File: src/rtl/qsc_pkg.sv
package qsc_pkg;
   localparam int WORD_W     = 64;
   localparam int POS_FIELD  = 32;
   localparam int STAT_LSB   = 32;
   localparam int STAT_W     = 5;
   localparam int LATCH_BIT  = 37;
   localparam int ALARM_LSB  = 40;
   localparam int REF_LSB    = 48;
   localparam int CNT_FIELD  = 8;

   // first member is the most significant bit
   typedef struct packed {
      logic ref_mark;
      logic alarm;
      logic setup;
      logic lim_hi;
      logic lim_lo;
   } qsc_status_t;
endpackage

File: src/rtl/qsc_sync.sv
module qsc_sync #(
   parameter int W      = 1,
   parameter int STAGES = 2
) (
   input  logic         clk,
   input  logic         rst_n,
   input  logic [W-1:0] d,
   output logic [W-1:0] q
);
   logic [STAGES-1:0][W-1:0] chain;

   always_ff @(posedge clk or negedge rst_n) begin
      if (!rst_n) begin
         chain <= '0;
      end else begin
         chain[0] <= d;
         for (int s = 1; s < STAGES; s++) begin
            chain[s] <= chain[s-1];
         end
      end
   end

   assign q = chain[STAGES-1];
endmodule

File: src/rtl/qsc_quad_decoder.sv
module qsc_quad_decoder #(
   parameter int POS_W   = 32,
   parameter bit REVERSE = 1'b0
) (
   input  logic             clk,
   input  logic             rst_n,
   input  logic             armed,
   input  logic [1:0]       quad,
   output logic [POS_W-1:0] pos,
   output logic             step_err
);
   logic [1:0] prev_q;
   logic [1:0] delta;
   logic       moved;
   logic       fwd_raw;
   logic       fwd;

   always_comb begin
      delta    = quad ^ prev_q;
      moved    = armed && (delta == 2'b01 || delta == 2'b10);
      step_err = armed && (delta == 2'b11);
      fwd_raw  = prev_q[1] ^ quad[0];
   end

   generate
      if (REVERSE) begin : g_rev
         assign fwd = ~fwd_raw;
      end else begin : g_fwd
         assign fwd = fwd_raw;
      end
   endgenerate

   always_ff @(posedge clk or negedge rst_n) begin
      if (!rst_n) begin
         prev_q <= 2'b00;
         pos    <= '0;
      end else begin
         prev_q <= quad;
         if (moved) begin
            pos <= fwd ? pos + POS_W'(1) : pos - POS_W'(1);
         end
      end
   end
endmodule

File: src/rtl/qsc_sat_counter.sv
module qsc_sat_counter #(
   parameter int W        = 8,
   parameter bit SATURATE = 1'b1
) (
   input  logic         clk,
   input  logic         rst_n,
   input  logic         clr,
   input  logic         inc,
   output logic [W-1:0] count
);
   localparam logic [W-1:0] TOP = {W{1'b1}};

   logic [W-1:0] base;
   logic [W-1:0] nxt;

   // clear first, then apply an increment from the same cycle
   assign base = clr ? '0 : count;

   generate
      if (SATURATE) begin : g_sat
         always_comb nxt = (inc && base != TOP) ? base + W'(1) : base;
      end else begin : g_wrap
         always_comb nxt = inc ? base + W'(1) : base;
      end
   endgenerate

   always_ff @(posedge clk or negedge rst_n) begin
      if (!rst_n) count <= '0;
      else        count <= nxt;
   end
endmodule

File: src/rtl/qsc_snap_reg.sv
module qsc_snap_reg
   import qsc_pkg::*;
#(
   parameter int POS_W = 32,
   parameter int CNT_W = 8
) (
   input  logic                clk,
   input  logic                rst_n,
   input  logic                capture,
   input  logic [POS_W-1:0]    pos,
   input  qsc_status_t         status,
   input  logic                err_latch,
   input  logic [CNT_W-1:0]    alarm_cnt,
   input  logic [CNT_W-1:0]    ref_cnt,
   output logic [WORD_W-1:0]   word,
   output logic                valid
);
   logic [WORD_W-1:0] packed_word;

   always_comb begin
      packed_word                        = '0;
      packed_word[0 +: POS_W]            = pos;
      packed_word[STAT_LSB +: STAT_W]    = status;
      packed_word[LATCH_BIT]             = err_latch;
      packed_word[ALARM_LSB +: CNT_W]    = alarm_cnt;
      packed_word[REF_LSB +: CNT_W]      = ref_cnt;
   end

   always_ff @(posedge clk or negedge rst_n) begin
      if (!rst_n) begin
         word  <= '0;
         valid <= 1'b0;
      end else begin
         valid <= capture;
         if (capture) word <= packed_word;
      end
   end
endmodule

File: src/rtl/quad_snap_capture.sv
module quad_snap_capture
   import qsc_pkg::*;
#(
   parameter int POS_W       = 32,
   parameter int CNT_W       = 8,
   parameter int SYNC_STAGES = 2,
   parameter bit SATURATE    = 1'b1,
   parameter bit REVERSE     = 1'b0
) (
   input  logic              clk,
   input  logic              rst_n,
   input  logic [1:0]        quad_in,
   input  logic              lim_lo_in,
   input  logic              lim_hi_in,
   input  logic              setup_in,
   input  logic              alarm_in,
   input  logic              ref_mark_in,
   input  logic              trig_in,
   input  logic              clear_in,
   output logic [63:0]       snap_word,
   output logic              snap_valid
);
   localparam int IN_W   = 8;
   localparam int SETTLE = SYNC_STAGES + 1;
   localparam int SET_W  = $clog2(SETTLE + 1);

   // elaboration checks
   if (POS_W < 2 || POS_W > POS_FIELD) begin : g_bad_pos
      $error("POS_W must lie in 2..32");
   end
   if (CNT_W < 1 || CNT_W > CNT_FIELD) begin : g_bad_cnt
      $error("CNT_W must lie in 1..8");
   end
   if (SYNC_STAGES < 2) begin : g_bad_sync
      $error("SYNC_STAGES must be at least 2");
   end

   // synchronize every asynchronous line through the same depth
   logic [IN_W-1:0] raw_in;
   logic [IN_W-1:0] syn;

   assign raw_in = {trig_in, ref_mark_in, alarm_in, setup_in,
                    lim_hi_in, lim_lo_in, quad_in};

   qsc_sync #(.W(IN_W), .STAGES(SYNC_STAGES)) u_sync (
      .clk  (clk),
      .rst_n(rst_n),
      .d    (raw_in),
      .q    (syn)
   );

   logic [1:0]  quad_s;
   qsc_status_t status_s;
   logic        trig_s;

   assign quad_s          = syn[1:0];
   assign status_s.lim_lo = syn[2];
   assign status_s.lim_hi = syn[3];
   assign status_s.setup  = syn[4];
   assign status_s.alarm  = syn[5];
   assign status_s.ref_mark = syn[6];
   assign trig_s          = syn[7];

   // hold off edge detection until the synchronizers carry real samples
   logic [SET_W-1:0] settle_cnt;
   logic             armed;

   assign armed = (settle_cnt == SET_W'(SETTLE));

   always_ff @(posedge clk or negedge rst_n) begin
      if (!rst_n)      settle_cnt <= '0;
      else if (!armed) settle_cnt <= settle_cnt + SET_W'(1);
   end

   // rising-edge detection for trigger, alarm and reference mark
   logic trig_d, alarm_d, ref_d;
   logic trig_rise, alarm_rise, ref_rise;

   always_ff @(posedge clk or negedge rst_n) begin
      if (!rst_n) begin
         trig_d  <= 1'b0;
         alarm_d <= 1'b0;
         ref_d   <= 1'b0;
      end else begin
         trig_d  <= trig_s;
         alarm_d <= status_s.alarm;
         ref_d   <= status_s.ref_mark;
      end
   end

   assign trig_rise  = armed & trig_s & ~trig_d;
   assign alarm_rise = armed & status_s.alarm & ~alarm_d;
   assign ref_rise   = armed & status_s.ref_mark & ~ref_d;

   // position
   logic [POS_W-1:0] pos;
   logic             step_err;

   qsc_quad_decoder #(.POS_W(POS_W), .REVERSE(REVERSE)) u_dec (
      .clk     (clk),
      .rst_n   (rst_n),
      .armed   (armed),
      .quad    (quad_s),
      .pos     (pos),
      .step_err(step_err)
   );

   // event counters
   logic             alarm_ev;
   logic [CNT_W-1:0] alarm_cnt;
   logic [CNT_W-1:0] ref_cnt;

   assign alarm_ev = alarm_rise | step_err;

   qsc_sat_counter #(.W(CNT_W), .SATURATE(SATURATE)) u_alarm_cnt (
      .clk  (clk),
      .rst_n(rst_n),
      .clr  (clear_in),
      .inc  (alarm_ev),
      .count(alarm_cnt)
   );

   qsc_sat_counter #(.W(CNT_W), .SATURATE(SATURATE)) u_ref_cnt (
      .clk  (clk),
      .rst_n(rst_n),
      .clr  (clear_in),
      .inc  (ref_rise),
      .count(ref_cnt)
   );

   // sticky error flag: a set condition wins over a clear in the same cycle
   logic err_latch;
   logic err_set;

   assign err_set = step_err | (armed & status_s.alarm);

   always_ff @(posedge clk or negedge rst_n) begin
      if (!rst_n) err_latch <= 1'b0;
      else        err_latch <= (err_latch & ~clear_in) | err_set;
   end

   // per-shot snapshot
   qsc_snap_reg #(.POS_W(POS_W), .CNT_W(CNT_W)) u_snap (
      .clk      (clk),
      .rst_n    (rst_n),
      .capture  (trig_rise),
      .pos      (pos),
      .status   (status_s),
      .err_latch(err_latch),
      .alarm_cnt(alarm_cnt),
      .ref_cnt  (ref_cnt),
      .word     (snap_word),
      .valid    (snap_valid)
   );
endmodule

File: config.mk
export PLATFORM = sky130hd
export DESIGN_NAME = quad_snap_capture
export DESIGN_NICKNAME = d
export VERILOG_FILES = /design/src/rtl/qsc_pkg.sv /design/src/rtl/qsc_sync.sv /design/src/rtl/qsc_quad_decoder.sv /design/src/rtl/qsc_sat_counter.sv /design/src/rtl/qsc_snap_reg.sv /design/src/rtl/quad_snap_capture.sv
export SDC_FILE = /design/constraint.sdc
export NUM_CORES = 1
export LEC_CHECK = 0
export CAP_MARGIN = 15
export CORE_UTILIZATION = 40
export CTS_BUF_LIST = sky130_fd_sc_hd__clkbuf_8
export CTS_CLUSTER_SIZE = 8
export DETAILED_ROUTE_END_ITERATION = 7
export DONT_BUFFER_PORTS = 1
export PLACE_DENSITY = 0.62
export REMOVE_ABC_BUFFERS = 1
export SLEW_MARGIN = 20
export SYNTH_ARGS = -nofsm -noshare
export SYNTH_HDL_FRONTEND = slang
export SYNTH_SLANG_ARGS = --single-unit
File: constraint.sdc
create_clock -name clk -period 3.77 [get_ports clk]
set_clock_uncertainty 0.1 [all_clocks]
set_input_delay 0.377 -clock clk [delete_from_list [all_inputs] [get_ports clk]]
set_output_delay 0.377 -clock clk [all_outputs]
set_load 0.005 [all_outputs]
== Word level (Yosys, flattened, before mapping) ==
Index checks and enable logic that the tools add are counted.
Word-level totals
  register bits: 127
  output and inout bits: 65
Cells by class
  add/sub/neg operators: 5
  equality and inequality tests: 6
  multiplexer cells: 5
  bitwise operators: 16
  reduce and logical (&&, ||, !) cells: 5
Operator list (number)
  32-bit by 1-bit adder with 32-bit output, second input constant: 1
  32-bit two-way mux: 1
  8-bit two-way mux: 4
  32-bit by 1-bit subtractor with 32-bit output, second input constant: 1
  8-bit by 1-bit adder with 8-bit output, second input constant: 2
  8-bit != test, second input constant: 2
  1-bit bitwise AND: 7
  2-bit equality test, second input constant: 3
  1-bit logical AND: 4
  1-bit inverter: 4
  1-bit OR: 3
  2-bit by 1-bit adder with 2-bit output, second input constant: 1
  2-bit by 1-bit equality test with 1-bit output, second input constant: 1
  2-bit XOR: 1
  1-bit logical OR: 1
  1-bit XOR: 1

== Logic depth before layout (Yosys ltp) ==
  word-level depth: 6
  gate-level depth with buffers: 13

== Cells and area by module ==
From an unflattened synthesis, not the netlist that was laid out.
Second synthesis, totals
  cells, all modules: 632
  area, all modules: 7010.5 sq um
Modules (own cells, without submodules)
  qsc_quad_decoder: instances 1, cells each 383, area each 3143.0 sq um, sequential area each 850.8 sq um
  qsc_snap_reg: instances 1, cells each 126, area each 2362.3 sq um, sequential area each 1376.3 sq um
  qsc_sat_counter: instances 2, cells each 41, area each 409.1 sq um, sequential area each 200.2 sq um
  qsc_sync: instances 1, cells each 24, area each 460.4 sq um, sequential area each 400.4 sq um
  quad_snap_capture: instances 1, cells each 17, area each 226.5 sq um, sequential area each 150.1 sq um

== Worst setup path before layout ==
No wires, ideal clock.
  path kind: register -> register
  start point: register u_sync.chain, in the netlist u_sync.q[0]
  end point: register u_dec.pos[16]
  arrival time: 3.120 ns
  required time: 3.591 ns
  path slack: 0.471 ns
  cell stages (with the launch flop): 14
  buffers on the path: 4
  period minus slack after synthesis: 3.299 ns
  cell sequence: dfrtp_1 > xor2_1 > buf_6 > buf_8 > buf_6 > buf_2 > xnor2_1 > ha_1 > nor3_1 > o21ba_2 > o32a_1 > or4_1 > a21oi_1 > xor2_1
Between the ends
  word-level cells in the longest chain between the ends: 4
  elaborated cells on any way between the ends: 7
RTL lines
  start, declared: line qsc_sync.sv:10  | logic [STAGES-1:0][W-1:0] chain;
  start signal, assigned by index: line qsc_sync.sv:18  | chain[s] <= chain[s-1];
  2-bit XOR: line qsc_quad_decoder.sv:19  | delta = quad ^ prev_q;
  2-bit by 1-bit equality test with 1-bit output / 2-bit equality test (equally long branches): line qsc_quad_decoder.sv:20  | moved = armed && (delta == 2'b01 || delta == 2'b10);
  1-bit logical OR: line qsc_quad_decoder.sv:20
  1-bit logical AND: line qsc_quad_decoder.sv:20
  end signal, assigned: line qsc_quad_decoder.sv:40  | pos <= fwd ? pos + POS_W'(1) : pos - POS_W'(1);
  end, declared: line qsc_quad_decoder.sv:9  | output logic [POS_W-1:0] pos,
Several ways; a longest one is shown, not always the timed one.
A chain may end at the register's enable or synchronous reset.

== Worst setup path after layout ==
Same ends and word-level chain as after synthesis.

==> results.md <==
- Outcome: complete, no violations
- Nets: 725
- CP max FO: 6
- CTS root buffer: clkbuf_8
- CTS tree: built
- Hold crit path type: in2reg
- Flops & latches, synth: 127
- CTS H-tree lvls: 4
- Die span in x: 130 µm
- WS Path Type: reg2reg
- Fin. Hold Viols: 0
- Total clock buffers created by CTS: 17
- Clock Latency Late Sink: ~0.45 ns
- Sequential area share after synthesis: 0.483
- Worst Tran Pin Value: between 0.8 and 0.9 ns
- Largest net degree at the start of global routing: 128
- Post-synth EDFFs: 0
- PostCTS Resize Cnt: 0
- Crit path time final: 2.87 ns
- Reg-to-reg endpoint: u_dec.pos[16]
- Reg2reg path depth: 9
- Die area: around 17,000 µm²
- RePlAce Congestion: 0.913
- Crit. End Element: flop
- Worst setup SP type: flop
- Antenna Cells: 0
- First-pass GRT wire length: approximately 26 mm
- Post-synth top cells: 191 x nand2_1, 127 x dfrtp_1, 51 x nor2_1, 25 x xor2_1, 23 x clkbuf_1
- Worst vdd ir: 309 µV
- Die Ht: 130 µm
- Most frequent cell after synthesis: nand2_1
- # Max-Cap Violations: 0
- HPWL after DPL: 9.99 mm
- Cell variety after synth: approximately 70
- Gr usage total: 0.200
- Period utilization: 0.761
- Core box area: 15,900 µm²
- Async SR Flop Fraction: 1.00
- Initial antenna violation count: 0
- Starting Density: 0.412
- Hold depth: 2
- Ranking of synthesized cells by area: dfrtp_1 48%, nand2_1 11%, xor2_1 3.3%
- Pleak: between 3 and 4 nW
- Slowest-stage cell, CP: or4_1
- Setup TNS: 0 ns
- Area Overhead vs Synth: 9.17%
- I/O pins: 76
- Worst Path Required: 4.04 ns
- WL final: 15.3 mm
- Hold WS: 0.0499 ns
- DP Worst Slack: 0.892 ns
- Post-CTS Setup Inserts: 0
- Residual DRC: 0
- Row count: 46
- RR Startpoint: u_sync.q[0]
- Hold EP: u_ref_cnt.count[2]
- Achievable clock frequency: approximately 350 MHz
- Hold Startpoint: clear_in
- Slew Viols, Final: 0
- Final Cell Area: 7180 µm²
- Worst path arrival time: roughly 3.1 ns
- Layout Utilization: 0.450
- Buffers on Ports: 0
- Top cell type by total area after synthesis: dfrtp_1
- # setup viols final: 0
- Clock buffer depth: 2
- DR vias: 5,080
- Gr ovfl total: 0
- Final Instance Count excl. Fillers: 938
- Yosys warns: 0
- Clk sinks: 127
- Pwr dens: approximately 650 nW/µm²
- Synth Area per Inst: about 9.0 µm²
- Drt pass-1 iters: 5
- RSZ-0062 raised after global routing: false
- Share of cells above drive strength 1: 0.0831
- R2R setup slack: 0.90 ns
- Placed inst area: 6580 µm²
- Placed cell count: 895
- Synth top area share: 0.483
- Vias per cell: roughly 5.4
- Wire per inst: 16.3 µm
- CP Cell Sequence: xor2_4 -> xnor2_1 -> ha_1 -> nor3_1 -> o21ba_2 -> o32a_1 -> or4_1 -> a21oi_1 -> xor2_1
- DRT iter0 DRCs: 289
- Main synth FF type: dfrtp_1
- Vias in the first global route: 5,143
- Clock slew at reported path FFs: around 0.08 ns
- Total design power: 4.68 mW
- PnR worst setup slack: 0.901 ns
- Worst path max stage delay: slightly above 0.5 ns
- Max-slew headroom: 0.443
- Detail Route Antenna Nets: 0
- Syn Inst Count: 728
- Synth Cell Area: 6580 µm²
## cells by family after synthesis
logic type               after synthesis  share of synthesized area
multiplexers                          19                     0.0318
AO/OA/AOI/OAI                         72                     0.0721
AND/OR/NAND/NOR                      384                      0.278
buffers and inverters                 72                     0.0592
XOR/XNOR                              48                     0.0651
adder cells (fa/ha/maj)                5                    0.00951
other                                  1                   0.000570
flip-flops                           127                      0.483
## where the power goes
| part | switching [mW] | internal [mW] |
|---|---|---|
| Combinational | 0.581 | 0.419 |
| Sequential | 0.608 | 1.67 |
| Clock | 0.572 | 0.825 |
## timing repair
action                                  CTS  global route
endpoints found under the setup margin    0             0
hold buffers                             11             0
endpoints found under the hold margin   146             0
## per-layer routing
layer  track usage  up-vias  wire length, µm
li1              -     2411                -
met4        0.0964        0              387
met1         0.258     2473             6630
met5             0        -                0
met2         0.315      169             7360
met3        0.0476       27              907
## layout by cell type (no fill, tap or decap), types with 3 or more instances in the layout
master,count
ha_1,5
or4_1,6
clkinvlp_4,3
nor4b_1,5
o21ai_0,17
a22oi_1,3
nand3_1,20
nor4_1,15
nand4_1,21
dlygate4sd3_1,10
inv_1,8
a21oi_1,20
xnor2_1,22
clkbuf_8,19
xor2_1,24
dfrtp_1,127
nand2_1,191
and2_1,5
and3_1,9
bufinv_16,5
a31oi_1,5
o221ai_1,3
nor3_1,18
mux2_2,5
nor2_1,51
mux2i_1,13
nor2b_1,8
nand2b_1,7
o22ai_1,3
buf_4,5
or3_1,10
conb_1,10
## final cells by class
cell class / count / area, µm²
repair buffers: 16 / 165
fillers: 1555 / 8760
clock inverters: 13 / 209
flip-flops and latches: 127 / 3180
multi-input cells: 538 / 3060
well taps: 216 / 270
inverters: 9 / 33.8
clock buffers: 19 / 262
## how the worst max path moves through the flow
stage / slack [ns] / from / endpoint / cells past startpoint
final: 0.90 / u_sync.q[0] / u_dec.pos[16] / 9
after global routing: 0.68 / u_sync.q[0] / u_dec.pos[26] / 9
after CTS: 0.89 / u_sync.q[0] / u_dec.pos[16] / 9
after detailed placement: 0.89 / u_sync.q[0] / u_dec.pos[16] / 9
after global placement: 0.96 / u_sync.q[0] / u_dec.pos[16] / 9
after floorplan: -0.79 / u_sync.q[0] / u_dec.pos[16] / 9
## state kept, by name, indices dropped and copies added, names as in the netlist
signal             count
u_snap.word           54
u_dec.pos             32
u_alarm_cnt.count      8
u_ref_cnt.count        8
u_sync.chain           8
u_sync.q               8
settle_cnt             2
u_dec.prev_q           2
alarm_d                1
err_latch              1
ref_d                  1
trig_d                 1
u_snap.valid           1
## critical path: cells and delay by family, from the launching register on
kind | cells | cell delay [ns]
AO/OA/AOI/OAI | 3 | 0.75
flip-flops | 1 | 0.50
XOR/XNOR | 3 | 0.55
AND/OR/NAND/NOR | 2 | 0.64
adder cells (fa/ha/maj) | 1 | 0.27
Power figures use the tool's default switching activity.
